`src/rtl/cipher_err_ctl.sv`:
```
module cipher_err_ctl #(
  parameter int ADDR_W    = 5,
  parameter int DATA_W    = 32,
  parameter int IV_BASE   = 8,
  parameter int IV_WORDS  = 4,
  parameter int KEY_BASE  = 16,
  parameter int KEY_WORDS = 8,
  parameter int MAX_BITS  = 128,
  parameter int MODE_W    = 2
) (
  input  logic              clk,
  input  logic              rst_n,
  input  logic [ADDR_W-1:0] bus_addr,
  input  logic              bus_wr,
  input  logic              bus_rd,
  input  logic [DATA_W-1:0] bus_wdata,
  output logic [DATA_W-1:0] bus_rdata,
  input  logic              in_push,
  input  logic              in_full,
  input  logic              in_empty,
  input  logic              out_pop,
  input  logic              out_empty,
  input  logic              eng_busy,
  input  logic              eng_done,
  output logic              irq,
  output logic              final_start
);
  localparam int NERR = 9;
  localparam int E_CTX = 0, E_KSZ = 1, E_DSZ = 2, E_MODE = 3, E_ADDR = 4,
                 E_OFE = 5, E_IFE = 6, E_OVF = 7, E_UNF = 8;
  localparam logic [ADDR_W-1:0] A_MODE = ADDR_W'(0);
  localparam logic [ADDR_W-1:0] A_KSZ  = ADDR_W'(1);
  localparam logic [ADDR_W-1:0] A_DSZ  = ADDR_W'(2);
  localparam logic [ADDR_W-1:0] A_EOM  = ADDR_W'(3);
  localparam logic [ADDR_W-1:0] A_STAT = ADDR_W'(4);
  localparam logic [ADDR_W-1:0] A_MASK = ADDR_W'(5);
  localparam logic [ADDR_W-1:0] IV_LO  = ADDR_W'(IV_BASE);
  localparam logic [ADDR_W-1:0] IV_HI  = ADDR_W'(IV_BASE + IV_WORDS - 1);
  localparam logic [ADDR_W-1:0] KEY_LO = ADDR_W'(KEY_BASE);
  localparam logic [ADDR_W-1:0] KEY_HI = ADDR_W'(KEY_BASE + KEY_WORDS - 1);
  localparam logic [MODE_W-1:0] MODE_BAD = '1;

  logic [DATA_W-1:0] mode_q, ksize_q, dsize_q;
  logic [NERR-1:0]   status_q, mask_q, err_set, clr;

  wire in_iv   = (bus_addr >= IV_LO) && (bus_addr <= IV_HI);
  wire in_key  = (bus_addr >= KEY_LO) && (bus_addr <= KEY_HI);
  wire mapped  = in_iv || in_key || (bus_addr <= A_MASK);
  wire ctx_reg = in_iv || in_key || bus_addr == A_MODE || bus_addr == A_KSZ || bus_addr == A_DSZ;
  wire wr_ksz  = bus_wr && bus_addr == A_KSZ;
  wire wr_dsz  = bus_wr && bus_addr == A_DSZ;
  wire wr_mode = bus_wr && bus_addr == A_MODE;

  wire ksz_ok  = bus_wdata == DATA_W'(16) || bus_wdata == DATA_W'(24) || bus_wdata == DATA_W'(32);
  wire dsz_bad = bus_wdata == '0 || bus_wdata > DATA_W'(MAX_BITS);
  wire mode_bad = (bus_wdata >> MODE_W) != '0 || bus_wdata[MODE_W-1:0] == MODE_BAD;

  assign err_set[E_CTX]  = bus_wr && ctx_reg && eng_busy;
  assign err_set[E_KSZ]  = wr_ksz && !ksz_ok;
  assign err_set[E_DSZ]  = wr_dsz && dsz_bad;
  assign err_set[E_MODE] = wr_mode && mode_bad;
  assign err_set[E_ADDR] = (bus_wr || bus_rd) && !mapped;
  assign err_set[E_OFE]  = wr_dsz && !out_empty;
  assign err_set[E_IFE]  = eng_done && !in_empty;
  assign err_set[E_OVF]  = in_push && in_full;
  assign err_set[E_UNF]  = out_pop && out_empty;

  assign clr = (bus_wr && bus_addr == A_STAT) ? bus_wdata[NERR-1:0] : '0;
  assign irq = |(status_q & ~mask_q);

  always_ff @(posedge clk or negedge rst_n) begin
    if (!rst_n) begin
      status_q    <= '0;
      mask_q      <= '1;
      mode_q      <= '0;
      ksize_q     <= '0;
      dsize_q     <= '0;
      final_start <= 1'b0;
    end else begin
      status_q    <= (status_q & ~clr) | err_set;
      final_start <= bus_wr && bus_addr == A_EOM;
      if (bus_wr && bus_addr == A_MASK) mask_q <= bus_wdata[NERR-1:0];
      if (wr_mode) mode_q  <= bus_wdata;
      if (wr_ksz)  ksize_q <= bus_wdata;
      if (wr_dsz)  dsize_q <= bus_wdata;
    end
  end

  always_comb begin
    bus_rdata = '0;
    if (bus_rd) begin
      case (bus_addr)
        A_MODE:  bus_rdata = mode_q;
        A_KSZ:   bus_rdata = ksize_q;
        A_DSZ:   bus_rdata = dsize_q;
        A_STAT:  bus_rdata = DATA_W'(status_q);
        A_MASK:  bus_rdata = DATA_W'(mask_q);
        default: bus_rdata = '0;
      endcase
    end
  end

  a_r1_bad_keylen: assert property (@(posedge clk) disable iff (!rst_n)
    (bus_wr && bus_addr == A_KSZ && bus_wdata != DATA_W'(16) && bus_wdata != DATA_W'(24)
     && bus_wdata != DATA_W'(32)) |=> status_q[E_KSZ]);
  a_r2_busy_write: assert property (@(posedge clk) disable iff (!rst_n)
    (bus_wr && eng_busy && bus_addr == A_MODE) |=> status_q[E_CTX]);
  a_r6_overflow: assert property (@(posedge clk) disable iff (!rst_n)
    (in_push && in_full) |=> status_q[E_OVF]);
  a_r9_start_once: assert property (@(posedge clk) disable iff (!rst_n)
    (bus_wr && bus_addr == A_EOM) |=> final_start);
  a_r9_no_spurious_start: assert property (@(posedge clk) disable iff (!rst_n)
    !(bus_wr && bus_addr == A_EOM) |=> !final_start);
  a_r10_eom_reads_zero: assert property (@(posedge clk) disable iff (!rst_n)
    (bus_rd && bus_addr == A_EOM) |-> bus_rdata == '0);
  a_r11_sticky: assert property (@(posedge clk) disable iff (!rst_n)
    !(bus_wr && bus_addr == A_STAT) |=> (status_q & $past(status_q)) == $past(status_q));
  a_r12_mask_reset: assert property (@(posedge clk) disable iff (!rst_n)
    !$past(rst_n) |-> (mask_q == '1 && !irq));
endmodule

```
`config.mk`:
```
export PLATFORM = sky130hd
export DESIGN_NAME = cipher_err_ctl
export DESIGN_NICKNAME = d
export VERILOG_FILES = /design/src/rtl/cipher_err_ctl.sv
export SDC_FILE = /design/constraint.sdc
export NUM_CORES = 1
export LEC_CHECK = 0
export BUFFER_PORTS_ARGS = -buffer_cell sky130_fd_sc_hd__buf_4
export CAP_MARGIN = 20
export CORE_ASPECT_RATIO = 0.9
export CORE_MARGIN = 2
export CORE_UTILIZATION = 35
export CTS_CLUSTER_DIAMETER = 150
export DETAILED_ROUTE_END_ITERATION = 12
export GPL_TIMING_DRIVEN = 0
export MAX_ROUTING_LAYER = met4
export PLACE_DENSITY_LB_ADDON = 0.08
export SETUP_SLACK_MARGIN = 0.4
export SYNTH_ARGS = -nofsm -noshare
export SYNTH_HDL_FRONTEND = slang
export SYNTH_SLANG_ARGS = --single-unit
```
`constraint.sdc`:
```
create_clock -name clk -period 2.8 [get_ports clk]
set_input_delay 0.56 -clock clk [delete_from_list [all_inputs] [get_ports clk]]
set_output_delay 0.56 -clock clk [all_outputs]
set_load 0.005 [all_outputs]
```
# After elaboration in Yosys (flattened, before gate mapping)
# Index checks and enable logic that the tools add are counted.
# totals
regBits	115
latch_bits	0
ram_bits	0
romBits	0
inputBits	48
output_inout_bits	34
elab_cells	65
n_memories	0
# op_classes
add_sub_neg	0
mul	0
n_div	0
n_lt_le_gt_ge	6
eq_ne	9
n_shift	0
mux	3
bitwise	5
n_reduce_logical	36
# ops
op	n
32-bit case mux with 5 select lines	1
32-bit by 5-bit == test with 1-bit output (second input constant)	2
32-bit by 6-bit == test with 1-bit output (second input constant)	1
32-bit by 8-bit greater-than comparator with 1-bit output (second input constant)	1
32-bit logical NOT	1
32-bit two-way mux	1
32-bit nonzero test	1
9-bit AND	2
1-bit logical AND	18
9-bit inverter	2
5-bit by 2-bit == test with 1-bit output (second input constant)	2
5-bit by 3-bit == test with 1-bit output (second input constant)	2
1-bit logical OR	10
9-bit two-way mux	1
9-bit OR	1
9-bit OR reduction	1
5-bit by 1-bit == test with 1-bit output (second input constant)	1
5-bit by 4-bit greater-or-equal comparator with 1-bit output (second input constant)	1
5-bit greater-or-equal comparator (second input constant)	1
5-bit by 3-bit less-or-equal comparator with 1-bit output (second input constant)	1
5-bit by 4-bit less-or-equal comparator with 1-bit output (second input constant)	1
5-bit less-or-equal comparator (second input constant)	1
5-bit logical NOT	1
1-bit logical NOT	4
2-bit == test (second input constant)	1

# Logic depth before layout (Yosys ltp)
# Gate-level depths: netlist (run 1).
# depth
depth_word	9
mapped_depth	6
mapped_depth_nobuf	4

# Least setup slack after synthesis (run 1)
# No wires, ideal clock.
# synth_timing
path_kind	input port to output port
startpoint	input port bus_addr[4]
endpoint	output port bus_rdata[0]
arrival_ns	1.814
t_required_ns	2.240
path_slack_ns	0.426
stages	4
path_buffers	0
path_cell_list	or3_4 nor3_1 a22oi_1 a31oi_1
# synth_between
elab_chain_cells	3
word_cells_on_any_way	7
cone_classes	eq/ne (4); mux (2); reduce/logical (1)
# synth_rtl
element	line	source
start, declared	13	input logic [ADDR_W-1:0] bus_addr,
5-bit by 3-bit == test with 1-bit output (tied with other cells)	92	case (bus_addr)
32-bit case mux with 5 select lines *	92	
32-bit two-way mux *	91	if (bus_rd) begin
end, declared	17	output logic [DATA_W-1:0] bus_rdata,
# Every way passes the cells marked *; elsewhere a longest branch is shown, timed or not.

# Final worst setup path (run 1)
# layout_timing
startpoint	input port bus_addr[4]
endpoint	output port bus_rdata[6]
# Same word-level chain as after synthesis.

==> impl_metrics.yaml, run 1 <==
pwr:
  ir_drop_v: 0.000465
  power_mw: 4.93
  power.leakage_nw: 3.36
  p_per_area_mw_per_mm2: 678
synth:
  ys.warnings.count: 0
  synth_seq_cells: 115
  syn_nets: 503
  synth_area_mm2: 0.00555
  yosys.area.top_type: "dfrtp_1"
  postSynth.asyncResetShare: 1.00
  synth_edf_count: 0
  yosysSeqAreaShare: 0.520
  synth.distinct_cells: 43
  synth_area_leaders: "dfrtp_1 48%, mux2_2 15%, mux2_4 7.8%, mux2i_1 4.5%, dfstp_2 4.3%"
  synth_cells: 455
  synthFlopType: "dfrtp_1"
  netlist.area_leader.share: 0.478
  syn_area_per_cell_um2: 12.2
sta:
  rsz0062_at_grt: "true"
  period_needed_ns: 2.41
  final-hold-violation-count: 0
  worst_slew_pin_slew_ns: 0.952
  max_slew_margin: 0.360
  period_share: 0.862
  worst_clock_skew_ns: 0
  drv_slew: 0
  setup_violations: 0
  fmax_ghz: 0.414
  fin_ws_ns: 0.386
worst_setup_path:
  cp_max_fo: 6
  crit_path_start_kind: "input port"
  crit_path_end_kind: "primary output"
  crit_chain: "buf_12 -> or3_4 -> nor3_4 -> buf_6 -> a22oi_2 -> a31oi_1 -> buf_4"
  critPathArrivalTime_ns: 1.85
  cp.required_ns: 2.24
  path_class: "in2out"
  cp_slowest_cell: "or3_4"
  r2r_cells: 2
  critPathBufInv: 3
  worst-path-stages: 7
  cp_top_family: "simple AND/OR/NAND/NOR gates"
  max_stage_delay_ns: 0.43
floorplan:
  num_rows: 43
  fp.dieH_um: 124
  die_x_um: 137
  ios: 82
  die_area_mm2: 0.0169
  core_area_mm2: 0.0155
  start_util: 0.358
placed_design:
  pre_cts_ws_ns: -0.262
  portBuffers: 78
  dpl_cell_area_mm2: 0.00643
  gp_congestion: 0.742
  dp_hpwl_mm: 10.0
min_path:
  whs_path_depth: 2
  min_path_type: "in2reg"
cells_and_area:
  area_growth_pct: 31.0
  antenna_cells: 0
  layout_commonest_cell: "dfrtp_1"
  final_area_mm2: 0.00728
  multiInputGateArea_mm2: 0.00258
  fillers: 1416
  nNetsFinal: 615
  regArea_mm2: 0.00289
  layout_common_cells: "106 x dfrtp_1, 82 x buf_4, 76 x mux2_2"
  layout-drive-gt1-share: 0.460
global_route:
  track_usage: 0.199
  grt_max_degree: 93
  antenna_found_initial: 0
  grt_pass1_vias: 4210
  grt_pass1_wl_mm: 23.8
  grt_overflow: 0
drt:
  drc_errors: 0
  wl_per_cell_um: 19.4
  drtPass1Iterations: 5
  drt_iter0_drc: 185
  drtAntennaViolNets: 0
  via_per_inst: 5.16
  vias: 4035
  drt_wl_total_mm: 15.2
clock_network:
  cts-root-buf: "clkbuf_16"
  htreeDepth: 4
  path_clk_slew_ns: 0.05
  cts_buffers: 17
  cts.sinks: 115
  clockBufferDepth: 2
  cts_tree: "yes"
  clk_latency_ns: 0.42
status:
  status: "completed"
job:
  max-cap-violations: 0
==> cell usage after synthesis, drive strengths merged, types with 3 or more instances <==
master	instances
dfrtp	106
mux2	105
nor2	50
mux2i	25
a21oi	24
nand2	21
a22oi	19
clkbuf	13
inv	12
buf	11
a31oi	10
nor4	10
dfstp	9
nor3	6
nand3	5
o2bb2ai	4
a22o	3
==> final timing paths <==
path,start,endpoint,slack (ns)
setup / recovery,bus_addr[4],bus_rdata[6],0.39
hold / removal,out_empty,status_q[5],0.33
setup reg to reg,status_q[1],status_q[1],1.71
hold reg to reg,dsize_q[19],dsize_q[19],0.50
max in group asynchronous,rst_n,ksize_q[18],1.51
min in group asynchronous,rst_n,dsize_q[0],0.57
==> where the power goes <==
group | internal (mW) | total, mW | switching (mW)
Sequential | 2.00 | 2.17 | 0.179
Clock | 1.31 | 2.05 | 0.744
Combinational | 0.423 | 0.703 | 0.280
Total | 3.73 | 4.93 | 1.20
==> cell families after synthesis <==
family                 Yosys count  share of synthesized area
buffers and inverters           36                     0.0304
flip-flops                     115                      0.520
multiplexers                   130                      0.278
AO/OA/AOI/OAI                   70                     0.0836
AND/OR/NAND/NOR                104                     0.0883
==> through the flow <==
stage	setup TNS, ns	util	std cells	hold WS [ns]
after floorplan	0	-	455	0.264
after CTS	0	0.465	781	0.319
after global routing	0	0.470	782	0.318
after global placement	-8.27	0.413	735	0.487
final	0	0.470	782	0.334
after detailed placement	-5.15	0.415	737	0.436
==> layer usage <==
| metal | part of all wire | global-route usage |
|---|---|---|
| met1 | 0.48 | 0.269 |
| met2 | 0.46 | 0.298 |
| met3 | 0.044 | 0.0447 |
| met4 | 0.013 | 0.0631 |
| met5 | 0 | - |
==> layout make-up <==
type | count | share of cell area
Buffer | 24 | 0.0229
Inverter | 12 | 0.00619
Clock inverter | 4 | 0.00653
Sequential cell | 115 | 0.397
Clock buffer | 28 | 0.0696
Timing Repair Buffer | 93 | 0.108
Multi-Input combinational cell | 304 | 0.355
Tap cell | 202 | 0.0347
==> registers in the layout, summed over array words and instances (netlist names) <==
signal	cells
status_q	9
ksize_q	32
dsize_q	32
mask_q	9
final_start	1
mode_q	32
==> what timing repair did <==
item / in CTS / in global routing
gates cloned: 1 / 0
pin swaps: 17 / 6
endpoints found under the setup margin: 32 / 31
hold endpoints to repair: 23 / 0
gates resized for setup: 35 / 13
buffers inserted: 10 / 1
hold buffers: 1 / 0
Power figures use the tool's default switching activity.
==> run 2, diff against run 1 <==
==> constraint.sdc (replaced) <==
create_clock -name clk -period 3 [get_ports clk]
set_input_delay 0.6 -clock clk [delete_from_list [all_inputs] [get_ports clk]]
set_output_delay 0.6 -clock clk [all_outputs]
set_load 0.005 [all_outputs]
==> run 2 against run 1 <==
Non-clock buffer count down 6. Power fell by 7.2%. Clock-buffer cell count is the same. Clock power decreased by 7%. Die area unchanged. Register-to-register slack improved by 0.23 ns. Sequential share of layout area is 0.75 points higher. Highest routed layer unchanged.
==> impl_metrics.yaml, run 2 (same netlist as run 1, synthesis figures left out) <==
worst_setup_path:
  cp_max_fo: 10
  critPathArrivalTime_ns: 1.93
  path_class: "in2out"
  critPathMostFrequentCell: "buf_4"
  crit_path_end_kind: "primary output"
  crit_chain: "buf_4 -> clkbuf_4 -> o21ai_2 -> nand4_1 -> buf_6 -> nor2_1 -> buf_4"
  r2r_cells: 2
  rrSetupSlack_ns: 1.94
  cp.required_ns: 2.40
  cp_slowest_cell: "nand4_1"
  max_stage_delay_ns: 0.25
  crit_path_start_kind: "input port"
  r2r_end: "status_q[1]"
  r2r-start: "status_q[1]"
sta:
  final-hold-violation-count: 0
  worst_slew_pin_slew_ns: 1.02
  max_slew_margin: 0.316
  drv_slew: 0
  period_needed_ns: 2.53
  period_share: 0.844
  whs_ns: 0.0391
  setup_violations: 0
  tns_ns: 0
  worst_clock_skew_ns: 0
  rsz0062_at_grt: "false"
  fmax_ghz: 0.395
cells_and_area:
  final_util: 0.461
  nNetsFinal: 609
  top_regs: "dsize_q (32), ksize_q (32), mode_q (32)"
  stdcell_count: 776
  layout_common_cells: "106 x dfrtp_1, 84 x buf_4, 76 x mux2_2"
  antenna_cells: 0
  layout_commonest_cell: "dfrtp_1"
  area_growth_pct: 28.6
  layout-drive-gt1-share: 0.448
clock_network:
  clk_latency_ns: 0.41
  cts_buffers: 17
  cts.sinks: 115
  htreeDepth: 4
  cts-root-buf: "clkbuf_16"
  cts_tree: "yes"
  clockBufferDepth: 2
  path_clk_slew_ns: 0.05
global_route:
  grt_pass1_wl_mm: 23.3
  grt_overflow: 0
  track_usage: 0.195
  antenna_found_initial: 0
  grt_max_degree: 93
  grt_pass1_vias: 4102
status:
  status: "completed"
drt:
  drt_iter0_drc: 207
  drt_wl_total_mm: 14.9
  drtPass1Iterations: 4
  drc_errors: 0
  wl_per_cell_um: 19.2
  via_per_inst: 5.15
  vias: 3995
  drtAntennaViolNets: 0
job:
  max-cap-violations: 0
floorplan:
  die_x_um: 137
  num_rows: 43
  ios: 82
  fp.dieH_um: 124
  die_area_mm2: 0.0169
  start_util: 0.358
  core_area_mm2: 0.0155
placed_design:
  gp_congestion: 0.742
  portBuffers: 78
  place_inst: 737
  dp_hpwl_mm: 10.0
pwr:
  power.leakage_nw: 3.31
  p_per_area_mw_per_mm2: 641
  ir_drop_v: 0.000419
  power_mw: 4.58
min_path:
  min_path_type: "in2async"
==> run 2: cell count changes in the layout (fill, tap and decap cells not counted), moves of 2 or more <==
| cell | change |
|---|---|
| a22oi_1 | +3 |
| a22oi_2 | -3 |
| buf_12 | -2 |
| buf_4 | +2 |
| buf_6 | -3 |
==> run 2: metrics by stage <==
stage               area (um2)  setup slack [ns]
global placement          6390            -0.429
CTS                       7090             0.400
global route              7140             0.394
detailed placement        6430            -0.142
floorplan                 5550             0.546
finish                    7140             0.468
==> run 2: how the worst max path moves through the flow <==
stage                      startpoint  cells past startpoint             to
final                     bus_addr[0]                      7  bus_rdata[21]
after global routing      bus_addr[0]                      7  bus_rdata[13]
after CTS                 bus_addr[1]                      7  bus_rdata[29]
after detailed placement  bus_addr[0]                      7  bus_rdata[21]
after global placement    bus_addr[4]                      6   bus_rdata[5]
after floorplan           bus_addr[4]                      4   bus_rdata[0]
==> run 2: repair_timing <==
action	CTS	global route
gates resized for setup	18	17
setup buffers	5	2
pin swaps	4	8
hold buffers	0	0
endpoints found under the setup margin	30	29
==> run 2: layout make-up <==
| class | instances | area [um2] |
|---|---|---|
| timing repair buffer | 87 | 697 |
| sequential | 115 | 2890 |
| tap | 202 | 253 |
| clock inverter | 4 | 47.5 |
| multi-input combinational | 304 | 2550 |
| buffer | 24 | 158 |
| clock buffer | 28 | 507 |
| fill | 1434 | 8350 |
| inverter | 12 | 45.0 |
==> run 2: metal layers <==
layer	global-route usage	share of wire	vias up
met1	0.265	0.48	2010
met3	0.0447	0.046	7
li1	-	-	1867
met5	-	0	-
met2	0.290	0.46	111
met4	0.0619	0.0082	0
==> run 2: critical path, delay by kind of cell <==
family	cells	cell delay, ns
AO/OA/AOI/OAI	1	0.20
buffers and inverters	4	0.72
AND/OR/NAND/NOR	2	0.39
==> run 2: power breakdown <==
group	total, mW	switching [mW]	leakage (nW)	internal (mW)
clock	1.91	0.687	0.269	1.22
combinational	0.640	0.257	1.61	0.383
sequential	2.03	0.164	1.43	1.86
